### src/rtl/spi_cmd_pkg.sv
package spi_cmd_pkg;

   localparam int KEEP_BIT = 31;
   localparam int ATTR_LSB = 28;
   localparam int EOQ_BIT  = 27;
   localparam int CLR_BIT  = 26;
   localparam int CS_LSB   = 16;
   localparam int WORD_W   = 16;

   typedef enum logic [2:0] {
      ST_IDLE,
      ST_LEAD,
      ST_SHIFT,
      ST_TRAIL,
      ST_HOLD,
      ST_GAP
   } eng_state_e;

   function automatic int imax(input int a, input int b);
      return (a > b) ? a : b;
   endfunction

endpackage

### src/rtl/spi_cmd_timer.sv
module spi_cmd_timer #(
   parameter int CW = 4
) (
   input  logic          clk,
   input  logic          rst_n,
   input  logic          load,
   input  logic [CW-1:0] load_val,
   output logic          expired
);

   logic [CW-1:0] cnt_q;

   always_ff @(posedge clk or negedge rst_n) begin
      if (!rst_n)             cnt_q <= '0;
      else if (load)          cnt_q <= load_val;
      else if (cnt_q != '0)   cnt_q <= cnt_q - CW'(1);
   end

   assign expired = (cnt_q == '0);

endmodule

### src/rtl/spi_cmd_shift.sv
module spi_cmd_shift #(
   parameter int DW = 16,
   parameter int LW = 5
) (
   input  logic          clk,
   input  logic          rst_n,
   input  logic          load,
   input  logic [DW-1:0] load_word,
   input  logic [LW-1:0] load_len,
   input  logic          load_lsb,
   input  logic          shift_en,
   input  logic          cap_en,
   input  logic          miso,
   output logic          mosi,
   output logic [DW-1:0] rx_word
);

   logic [DW-1:0] tx_sr, rx_sr;
   logic [LW-1:0] len_q;
   logic          lsb_q;

   function automatic logic [DW-1:0] flip(input logic [DW-1:0] v);
      logic [DW-1:0] r;
      for (int i = 0; i < DW; i++) r[i] = v[DW-1-i];
      return r;
   endfunction

   always_ff @(posedge clk or negedge rst_n) begin
      if (!rst_n) begin
         tx_sr <= '0;
         rx_sr <= '0;
         len_q <= LW'(DW);
         lsb_q <= 1'b0;
      end else if (load) begin
         tx_sr <= load_lsb ? flip(load_word) : (load_word << (DW - int'(load_len)));
         rx_sr <= '0;
         len_q <= load_len;
         lsb_q <= load_lsb;
      end else begin
         if (shift_en) tx_sr <= tx_sr << 1;
         if (cap_en)   rx_sr <= {rx_sr[DW-2:0], miso};
      end
   end

   assign mosi = tx_sr[DW-1];

   always_comb begin
      rx_word = '0;
      for (int i = 0; i < DW; i++) begin
         if (i < int'(len_q)) begin
            if (lsb_q) rx_word[i] = rx_sr[int'(len_q) - 1 - i];
            else       rx_word[i] = rx_sr[i];
         end
      end
   end

endmodule

### src/rtl/spi_cmd_engine.sv
module spi_cmd_engine
   import spi_cmd_pkg::*;
#(
   parameter int NUM_CS    = 6,
   parameter int NUM_ATTR  = 2,
   parameter int CNT_W     = 16,
   parameter int SCK_HALF  = 2,
   parameter int LEAD_CYC  = 2,
   parameter int TRAIL_CYC = 2,
   parameter int AFTER_XFER = 3
) (
   input  logic                  clk,
   input  logic                  rst_n,
   input  logic                  entry_valid,
   input  logic [31:0]           entry_data,
   output logic                  entry_ready,
   input  logic                  halt,
   input  logic                  eoq_clr,
   input  logic [4*NUM_ATTR-1:0] attr_len_m1,
   input  logic [NUM_ATTR-1:0]   attr_lsb_first,
   input  logic [NUM_ATTR-1:0]   attr_cpol,
   input  logic [NUM_ATTR-1:0]   attr_cpha,
   input  logic [NUM_CS-1:0]     cs_active_high,
   input  logic                  miso,
   output logic                  sck,
   output logic                  mosi,
   output logic [NUM_CS-1:0]     cs_out,
   output logic                  rx_valid,
   output logic [WORD_W-1:0]     rx_data,
   output logic                  xfer_done,
   output logic [CNT_W-1:0]      tcnt,
   output logic                  eoq_flag
);

   localparam int LW   = $clog2(WORD_W + 1);
   localparam int ECW  = LW + 1;
   localparam int MAXC = imax(imax(SCK_HALF, LEAD_CYC), imax(TRAIL_CYC, AFTER_XFER));
   localparam int CW   = $clog2(MAXC + 1);

   if (NUM_CS < 1 || NUM_CS > 8)       $error("NUM_CS must be 1..8");
   if (NUM_ATTR < 1 || NUM_ATTR > 8)   $error("NUM_ATTR must be 1..8");
   if (CNT_W < 2)                      $error("CNT_W must be at least 2");
   if (SCK_HALF < 1 || LEAD_CYC < 1 || TRAIL_CYC < 1 || AFTER_XFER < 1)
      $error("all cycle counts must be at least 1");

   eng_state_e st_q, st_d;
   logic [2:0]     cs_idx_q;
   logic           keep_q, eoq_q, cpol_q, cpha_q, sck_r;
   logic [LW-1:0]  len_q;
   logic [ECW-1:0] ecnt;

   // attribute set chosen by the offered entry
   logic [2:0]    new_sel, new_idx;
   logic [3:0]    new_m1;
   logic          new_lsb, new_cpol, new_cpha;
   logic [LW-1:0] new_len;

   assign new_sel = entry_data[ATTR_LSB +: 3];
   assign new_idx = entry_data[CS_LSB +: 3];

   always_comb begin
      new_m1   = attr_len_m1[3:0];
      new_lsb  = attr_lsb_first[0];
      new_cpol = attr_cpol[0];
      new_cpha = attr_cpha[0];
      for (int a = 0; a < NUM_ATTR; a++) begin
         if (new_sel == 3'(a)) begin
            new_m1   = attr_len_m1[4*a +: 4];
            new_lsb  = attr_lsb_first[a];
            new_cpol = attr_cpol[a];
            new_cpha = attr_cpha[a];
         end
      end
      new_len = (new_m1 < 4'd3) ? LW'(4) : LW'(new_m1) + LW'(1);
   end

   // sequencing
   logic go, same_cs, pop, tmr_zero, tmr_ld, edge_ev, last_edge, lead_ev;
   logic [CW-1:0] tmr_val;

   assign go        = entry_valid && !halt && !eoq_flag;
   assign same_cs   = (new_idx == cs_idx_q);
   assign pop       = go && ((st_q == ST_IDLE) || ((st_q == ST_HOLD) && same_cs));
   assign edge_ev   = (st_q == ST_SHIFT) && tmr_zero;
   assign lead_ev   = ~ecnt[0];
   assign last_edge = edge_ev && (ecnt == ({len_q, 1'b0} - ECW'(1)));
   assign entry_ready = pop;

   always_comb begin
      st_d    = st_q;
      tmr_ld  = 1'b0;
      tmr_val = '0;
      unique case (st_q)
         ST_IDLE: if (pop) begin
            st_d = ST_LEAD; tmr_ld = 1'b1; tmr_val = CW'(LEAD_CYC - 1);
         end
         ST_LEAD: if (tmr_zero) begin
            st_d = ST_SHIFT; tmr_ld = 1'b1; tmr_val = CW'(SCK_HALF - 1);
         end
         ST_SHIFT: if (edge_ev) begin
            tmr_ld = 1'b1;
            if (last_edge) begin
               st_d = ST_TRAIL; tmr_val = CW'(TRAIL_CYC - 1);
            end else begin
               tmr_val = CW'(SCK_HALF - 1);
            end
         end
         ST_TRAIL: if (tmr_zero) begin
            if (eoq_q || !keep_q) begin
               st_d = ST_GAP; tmr_ld = 1'b1; tmr_val = CW'(AFTER_XFER - 1);
            end else begin
               st_d = ST_HOLD;
            end
         end
         ST_HOLD: if (pop) begin
            st_d = ST_SHIFT; tmr_ld = 1'b1; tmr_val = CW'(SCK_HALF - 1);
         end else if (go && !same_cs) begin
            st_d = ST_GAP; tmr_ld = 1'b1; tmr_val = CW'(AFTER_XFER - 1);
         end
         ST_GAP: if (tmr_zero) st_d = ST_IDLE;
         default: st_d = ST_IDLE;
      endcase
   end

   spi_cmd_timer #(.CW(CW)) u_timer (
      .clk(clk), .rst_n(rst_n), .load(tmr_ld), .load_val(tmr_val), .expired(tmr_zero)
   );

   logic shift_en, cap_en;
   logic [WORD_W-1:0] rx_word;

   assign shift_en = edge_ev && (cpha_q ? (lead_ev && ecnt != '0) : !lead_ev);
   assign cap_en   = edge_ev && (cpha_q ? !lead_ev : lead_ev);

   spi_cmd_shift #(.DW(WORD_W), .LW(LW)) u_shift (
      .clk(clk), .rst_n(rst_n), .load(pop), .load_word(entry_data[WORD_W-1:0]),
      .load_len(new_len), .load_lsb(new_lsb), .shift_en(shift_en), .cap_en(cap_en),
      .miso(miso), .mosi(mosi), .rx_word(rx_word)
   );

   always_ff @(posedge clk or negedge rst_n) begin
      if (!rst_n) begin
         st_q      <= ST_IDLE;
         cs_idx_q  <= 3'd7;
         keep_q    <= 1'b0;
         eoq_q     <= 1'b0;
         cpol_q    <= 1'b0;
         cpha_q    <= 1'b0;
         len_q     <= LW'(WORD_W);
         sck_r     <= 1'b0;
         ecnt      <= '0;
         rx_valid  <= 1'b0;
         rx_data   <= '0;
         xfer_done <= 1'b0;
         tcnt      <= '0;
         eoq_flag  <= 1'b0;
      end else begin
         st_q      <= st_d;
         rx_valid  <= 1'b0;
         xfer_done <= 1'b0;
         if (eoq_clr) eoq_flag <= 1'b0;
         if (pop) begin
            cs_idx_q <= new_idx;
            keep_q   <= entry_data[KEEP_BIT];
            eoq_q    <= entry_data[EOQ_BIT];
            cpol_q   <= new_cpol;
            cpha_q   <= new_cpha;
            len_q    <= new_len;
            if (entry_data[CLR_BIT]) tcnt <= '0;
         end
         if (st_q == ST_LEAD && tmr_zero) begin
            sck_r <= cpol_q;
            ecnt  <= '0;
         end else if (st_q == ST_HOLD && pop) begin
            sck_r <= new_cpol;
            ecnt  <= '0;
         end else if (edge_ev) begin
            sck_r <= ~sck_r;
            ecnt  <= ecnt + ECW'(1);
         end
         if (st_q == ST_TRAIL && tmr_zero) begin
            xfer_done <= 1'b1;
            rx_valid  <= 1'b1;
            rx_data   <= rx_word;
            tcnt      <= tcnt + CNT_W'(1);
            if (eoq_q) eoq_flag <= 1'b1;
         end
      end
   end

   assign sck = (st_q == ST_SHIFT) ? sck_r : cpol_q;

   // chip-select decode with per-output polarity
   logic cs_live;
   logic [NUM_CS-1:0] cs_act;
   assign cs_live = (st_q == ST_LEAD) || (st_q == ST_SHIFT) ||
                    (st_q == ST_TRAIL) || (st_q == ST_HOLD);

   for (genvar g = 0; g < NUM_CS; g++) begin : g_cs
      assign cs_act[g] = cs_live && (cs_idx_q == 3'(g));
      assign cs_out[g] = ~(cs_act[g] ^ cs_active_high[g]);
   end

   assert_cs_onehot_R4: assert property (@(posedge clk) disable iff (!rst_n)
      $onehot0(cs_act));

   assert_sck_rest_R3: assert property (@(posedge clk) disable iff (!rst_n)
      (st_q == ST_TRAIL && $past(st_q) == ST_SHIFT) |-> (sck_r == cpol_q));

   assert_no_take_halt_R11: assert property (@(posedge clk) disable iff (!rst_n)
      entry_ready |-> !halt);

   assert_eoq_blocks_R10: assert property (@(posedge clk) disable iff (!rst_n)
      eoq_flag |-> !entry_ready);

   assert_count_step_R8: assert property (@(posedge clk) disable iff (!rst_n)
      xfer_done |-> (tcnt == $past(tcnt) + CNT_W'(1)));

   assert_count_clear_R7: assert property (@(posedge clk) disable iff (!rst_n)
      (entry_ready && entry_data[CLR_BIT]) |=> (tcnt == '0));

endmodule

### config.mk
export PLATFORM = sky130hd
export DESIGN_NAME = spi_cmd_engine
export DESIGN_NICKNAME = d
export VERILOG_FILES = /design/src/rtl/spi_cmd_pkg.sv /design/src/rtl/spi_cmd_timer.sv /design/src/rtl/spi_cmd_shift.sv /design/src/rtl/spi_cmd_engine.sv
export SDC_FILE = /design/constraint.sdc
export NUM_CORES = 1
export LEC_CHECK = 0
export ABC_AREA = 0
export BUFFER_PORTS_ARGS = -buffer_cell sky130_fd_sc_hd__buf_2
export CORE_MARGIN = 2
export CORE_UTILIZATION = 45
export DETAILED_ROUTE_END_ITERATION = 6
export PLACE_DENSITY = 0.66
export SLEW_MARGIN = 0
export SYNTH_ARGS = -nofsm -noshare
export SYNTH_HDL_FRONTEND = slang
export SYNTH_SLANG_ARGS = --single-unit
export TNS_END_PERCENT = 50
### constraint.sdc
create_clock -name clk -period 7.7 [get_ports clk]
set_input_delay 0.77 -clock clk [delete_from_list [all_inputs] [get_ports clk]]
set_output_delay 0.77 -clock clk [all_outputs]
set_load 0.01 [all_outputs]
==> results of run 1 <==
## cells in the final DEF (no fill, tap or decap), types with 4 or more instances in the layout
cell type,n
dfrtp_1,87
a21o_1,12
xor2_1,16
nor2b_1,4
o211ai_1,5
buf_4,5
nand2b_1,10
inv_1,15
buf_2,93
mux2_2,5
mux2_1,9
a21oi_1,21
mux2i_1,74
nand2_1,89
clkbuf_16,9
o221ai_1,5
o31ai_1,6
nor2_1,58
xnor2_1,18
nor3_1,10
a2111oi_0,7
o21ai_1,12
nand3_1,38
and3_1,4
dfstp_2,4
o21ai_0,35
a31oi_1,16
mux4_2,21
ha_1,15
nand4_1,6
## where the power goes
group	internal (mW)	switching [mW]
clock	0.264	0.201
sequential	0.662	0.256
combinational	0.698	0.819
total	1.62	1.28
## registers in the layout, indices dropped and copies added, names as in the netlist
register       count
xfer_done          1
st_q               3
u_shift.lsb_q      1
cpol_q             1
keep_q             1
sck_r              1
cs_idx_q           3
u_shift.tx_sr     16
eoq_flag           1
ecnt               6
u_shift.len_q      5
rx_data           16
cpha_q             1
eoq_q              1
tcnt              16
u_timer.cnt_q      2
u_shift.rx_sr     16
## per-stage QoR
step | total power [mW] | cells | util | hold WS [ns]
2_1_floorplan | 2.06 | 711 | - | 0.438
3_3_place_gp | 2.38 | 946 | 0.495 | 0.452
3_5_place_dp | 2.43 | 946 | 0.495 | 0.460
4_1_cts | 2.91 | 962 | 0.516 | 0.420
5_1_grt | 3.12 | 962 | 0.516 | 0.449
6_report | 2.90 | 962 | 0.516 | 0.406
## worst max-delay path: stages
cell and delay [ns]:
buf_2 0.11, nor3b_2 0.72, nand2_1 0.14, nand2_1 0.10, ha_1 0.32, nor3_1 0.11, nor3_1 0.33, nor2_4 0.23
ha_1 1.00, mux4_2 0.63, nand2_1 0.09, a21oi_1 0.07, or3b_1 0.36
## metal layers
layer  up-vias  global-route usage  wire length (um)
met4         0              0.0808               332
met5         -                   0                 0
met2       192               0.344              8020
li1       2716                   -                 -
met3        23              0.0391               953
met1      2730               0.295              7630
## cell families after synthesis
logic type | after synthesis | synth area share
AND/OR/NAND/NOR | 247 | 0.179
AO/OA/AOI/OAI | 147 | 0.148
adder cells (fa/ha/maj) | 15 | 0.0280
flip-flops | 91 | 0.341
buffers and inverters | 65 | 0.0457
multiplexers | 111 | 0.210
XOR/XNOR | 35 | 0.0485
## area by class of cell
cell class	count	area (um^2)
inverter	18	67.6
fill	1372	7030
sequential	91	2280
clock buffer	10	239
clock inverter	6	71.3
multi-input combinational	555	4110
timing repair buffer	98	503
tap	184	230
## worst paths after layout
kind                                         end  slack [ns]
worst max-delay path            u_shift.tx_sr[8]        2.94
worst min-delay path                  rx_data[5]        0.41
worst max register to register       rx_data[11]        3.54
worst min register to register        rx_data[1]        0.47
max in group asynchronous       u_shift.len_q[1]        6.24
min in group clk                      rx_data[1]        0.47
==> results.toml, run 1 <==
[run_status]
status = "finished, final reports clean"

[yosys]
async_reset_ff_frac = 1.00
synth_cell_type_count = 78
synth-seq-cells = 91
synth_area_per_cell_um2 = 9.43
netlist_instances = 711
synth_area_leaders = "dfrtp_1, mux2i_1, mux4_2"
yosysMostFrequentCell = "nand2_1"
yosys.area.top_type_share = 0.325
yosys_warnings = 0
seq_area_frac_synth = 0.341
yosysTopAreaCell = "dfrtp_1"
synth.top_cells.by_count = "nand2_1, dfrtp_1, mux2i_1"
synth_edf_count = 0
synth_ff_type = "dfrtp_1"
syn-num-nets = 784
synthesis.area_um2 = 6700

[job]
maxCapViolCount = 0

[timing]
slew_headroom = 0.178
tightestPinTransition_ns = 1.23
fmax_mhz = 210
final-hold-violation-count = 0
skew_ns = 0.00972
setup_violations = 0
fin_setup_tns_ns = 0
rsz0062_at_grt = "false"
fin_crit_ns = 4.76
drv_slew = 0
fin_ws_ns = 2.94
final.period_utilization = 0.619

[clock_tree]
cts_buffers = 9
cts_hold_buf = 0
clock_sinks = 91
cts.clk_slew.worst_paths_ns = 0.07
clkLatencyLatePin_ns = 0.35
post_cts_resized = 0
htree_levels = 3
clockRootBuffer = "clkbuf_16"
cts_tree = "done"
cts_max_path_buffers = 2
postCtsSetupRepairBufs = 0

[critical_path]
crit_type = "input pin to register"
critical_path_required_ns = 7.93
crit_fanout = 23
start_kind = "input pin"
cp-end-kind = "register"
reg2reg_depth = 10
r2r-start = "u_shift.len_q[1]"
arrival_ns = 5.00
crit_start = "entry_data[29]"

[pwr]
powerDensity_nw_per_um2 = 386
leakage_nw = 3.53
ir_worst_vdd_v = 0.000164

[routing]
drt-initial-drc-count = 451
vias = 5661
drt-pass1-iter-count = 5
drtAntennaViolNets = 0
routedWlPerCell_um = 17.6
drc_errors = 0
vias_per_cell = 5.88
wl_um = 16900

[global_routing]
grt_first_pass_wirelength_um = 27900
antenna_found_initial = 0
grt.total_usage = 0.216
first_global_vias = 5436
grt.overflow.total = 0
grt_max_degree = 64

[hold_path]
hp-class = "input pin to asynchronous set/reset pin"

[placement]
pre_cts_ws_ns = 2.58
placement.io_buffers = 94
gp_congestion = 0.926
place_hpwl_um = 12100
dpl_cell_area_um2 = 7200

[floorplanning]
core_um2 = 14500
io_pins = 102
start_util = 0.461
die_x_um = 126
die_area_um2 = 15900
die_height_um = 126
num_rows = 44

[cells_and_area]
area.growth.synth_to_final_pct = 12.0
num_antenna_cells = 0
design_area_um2 = 7510
drive_gt1_frac = 0.211
fin_nets = 846
(Power assumes the default switching activity.)
==> run 2: changes to the inputs <==
==> constraint.sdc (replaced) <==
create_clock -name clk -period 4.6 [get_ports clk]
set_input_delay 0.46 -clock clk [delete_from_list [all_inputs] [get_ports clk]]
set_output_delay 0.46 -clock clk [all_outputs]
set_load 0.01 [all_outputs]
==> results.toml, run 2 (synthesis gave the netlist of run 1 again) <==
[run_status]
status = "finished, final reports clean"

[timing]
slew_headroom = 0.223
setup_violations = 0
skew_ns = 0.00661
rsz0062_at_grt = "false"
fin_crit_ns = 3.79
final.period_utilization = 0.824
fmax_mhz = 264
tightestPinTransition_ns = 1.17
final-hold-violation-count = 0
drv_slew = 0
fin_setup_tns_ns = 0

[pwr]
ir_worst_vdd_v = 0.000267
powerDensity_nw_per_um2 = 654
leakage_nw = 3.59

[floorplanning]
die_height_um = 126
die_area_um2 = 15900
die_x_um = 126
core_um2 = 14500
io_pins = 102
num_rows = 44
start_util = 0.461

[cells_and_area]
final_cell_mix = "buf_2, nand2_1, dfrtp_1"
final_common_cell = "buf_2"
design_area_um2 = 7610
area.growth.synth_to_final_pct = 13.5
fin_nets = 854
drive_gt1_frac = 0.219
num_antenna_cells = 0

[job]
maxCapViolCount = 0

[critical_path]
critical_path_required_ns = 4.83
r2r_slack_ns = 1.03
crit_fanout = 19
cp-end-kind = "register"
crit_type = "input pin to register"
arrival_ns = 4.02
start_kind = "input pin"

[clock_tree]
cts_tree = "done"
htree_levels = 3
cts_buffers = 9
cts_max_path_buffers = 2
clockRootBuffer = "clkbuf_16"
clkLatencyLatePin_ns = 0.35
post_cts_resized = 0
postCtsSetupRepairBufs = 0
clock_sinks = 91
cts.clk_slew.worst_paths_ns = 0.07
cts_hold_buf = 0

[placement]
gp_congestion = 0.895
dpl_cell_area_um2 = 7260
placement.io_buffers = 94
place_hpwl_um = 12300

[global_routing]
grt.total_usage = 0.218
grt.overflow.total = 0
first_global_vias = 5571
antenna_found_initial = 0
grt_first_pass_wirelength_um = 28400
grt_max_degree = 49

[routing]
drt-pass1-iter-count = 5
drc_errors = 0
drt-initial-drc-count = 403
drtAntennaViolNets = 0
vias = 5653
wl_um = 16900
vias_per_cell = 5.83
routedWlPerCell_um = 17.4

[hold_path]
hp-class = "input pin to asynchronous set/reset pin"
## run 2: final timing paths
| path | startpoint | to | cells after the start |
|---|---|---|---|
| setup / recovery | entry_data[29] | u_shift.tx_sr[15] | 13 |
| max in group asynchronous | rst_n | u_shift.tx_sr[13] | 2 |
| hold / removal | rst_n | rx_data[1] | 1 |
| min in group clk | eoq_clr | eoq_flag | 2 |
| setup reg to reg | u_shift.len_q[1] | rx_data[11] | 11 |
| hold reg to reg | rx_data[0] | rx_data[0] | 2 |
## run 2: per-stage QoR
stage          power, mW  utilization  worst slack (ns)  instances  hold slack (ns)
6_report            4.97        0.523             0.809        970            0.100
5_1_grt             5.35        0.523             0.594        970            0.157
4_1_cts             5.00        0.523             0.841        970            0.116
3_5_place_dp        4.10        0.499             0.461        954            0.459
3_3_place_gp        4.02        0.499             0.568        954            0.451
2_1_floorplan       3.44            -             0.518        711            0.164
## run 2: area by class of cell
| type | instances | area (um^2) |
|---|---|---|
| Tap cell | 184 | 230 |
| Clock buffer | 10 | 239 |
| Clock inverter | 6 | 111 |
| Multi-Input combinational cell | 555 | 4110 |
| Timing Repair Buffer | 106 | 563 |
| Fill cell | 1379 | 6930 |
| Sequential cell | 91 | 2280 |
| Inverter | 18 | 67.6 |
## run 2: worst max-delay path: stages
cell and delay (ns):
buf_2 0.11, nor3b_2 0.43, nand2_1 0.11, nand2_1 0.09
ha_1 0.31, nor3_1 0.10, nor3_1 0.33, nor2_4 0.07
ha_1 0.77, mux2_2 0.40, o21ai_1 0.32, mux2i_1 0.20
a211o_1 0.33
## run 2: layer usage
layer	up-vias	part of all wire	wire (um)	track usage
met4	0	0.024	399	0.0808
met1	2714	0.47	7860	0.312
met2	178	0.46	7720	0.339
met3	27	0.053	887	0.0297
met5	-	0	0	0
li1	2734	-	-	-
## run 2: where the power goes
group / internal, mW / switching, mW / leakage (nW) / total, mW
combinational: 1.19 / 1.40 / 2.23 / 2.59
clock: 0.548 / 0.321 / 0.174 / 0.869
sequential: 1.11 / 0.405 / 1.19 / 1.51
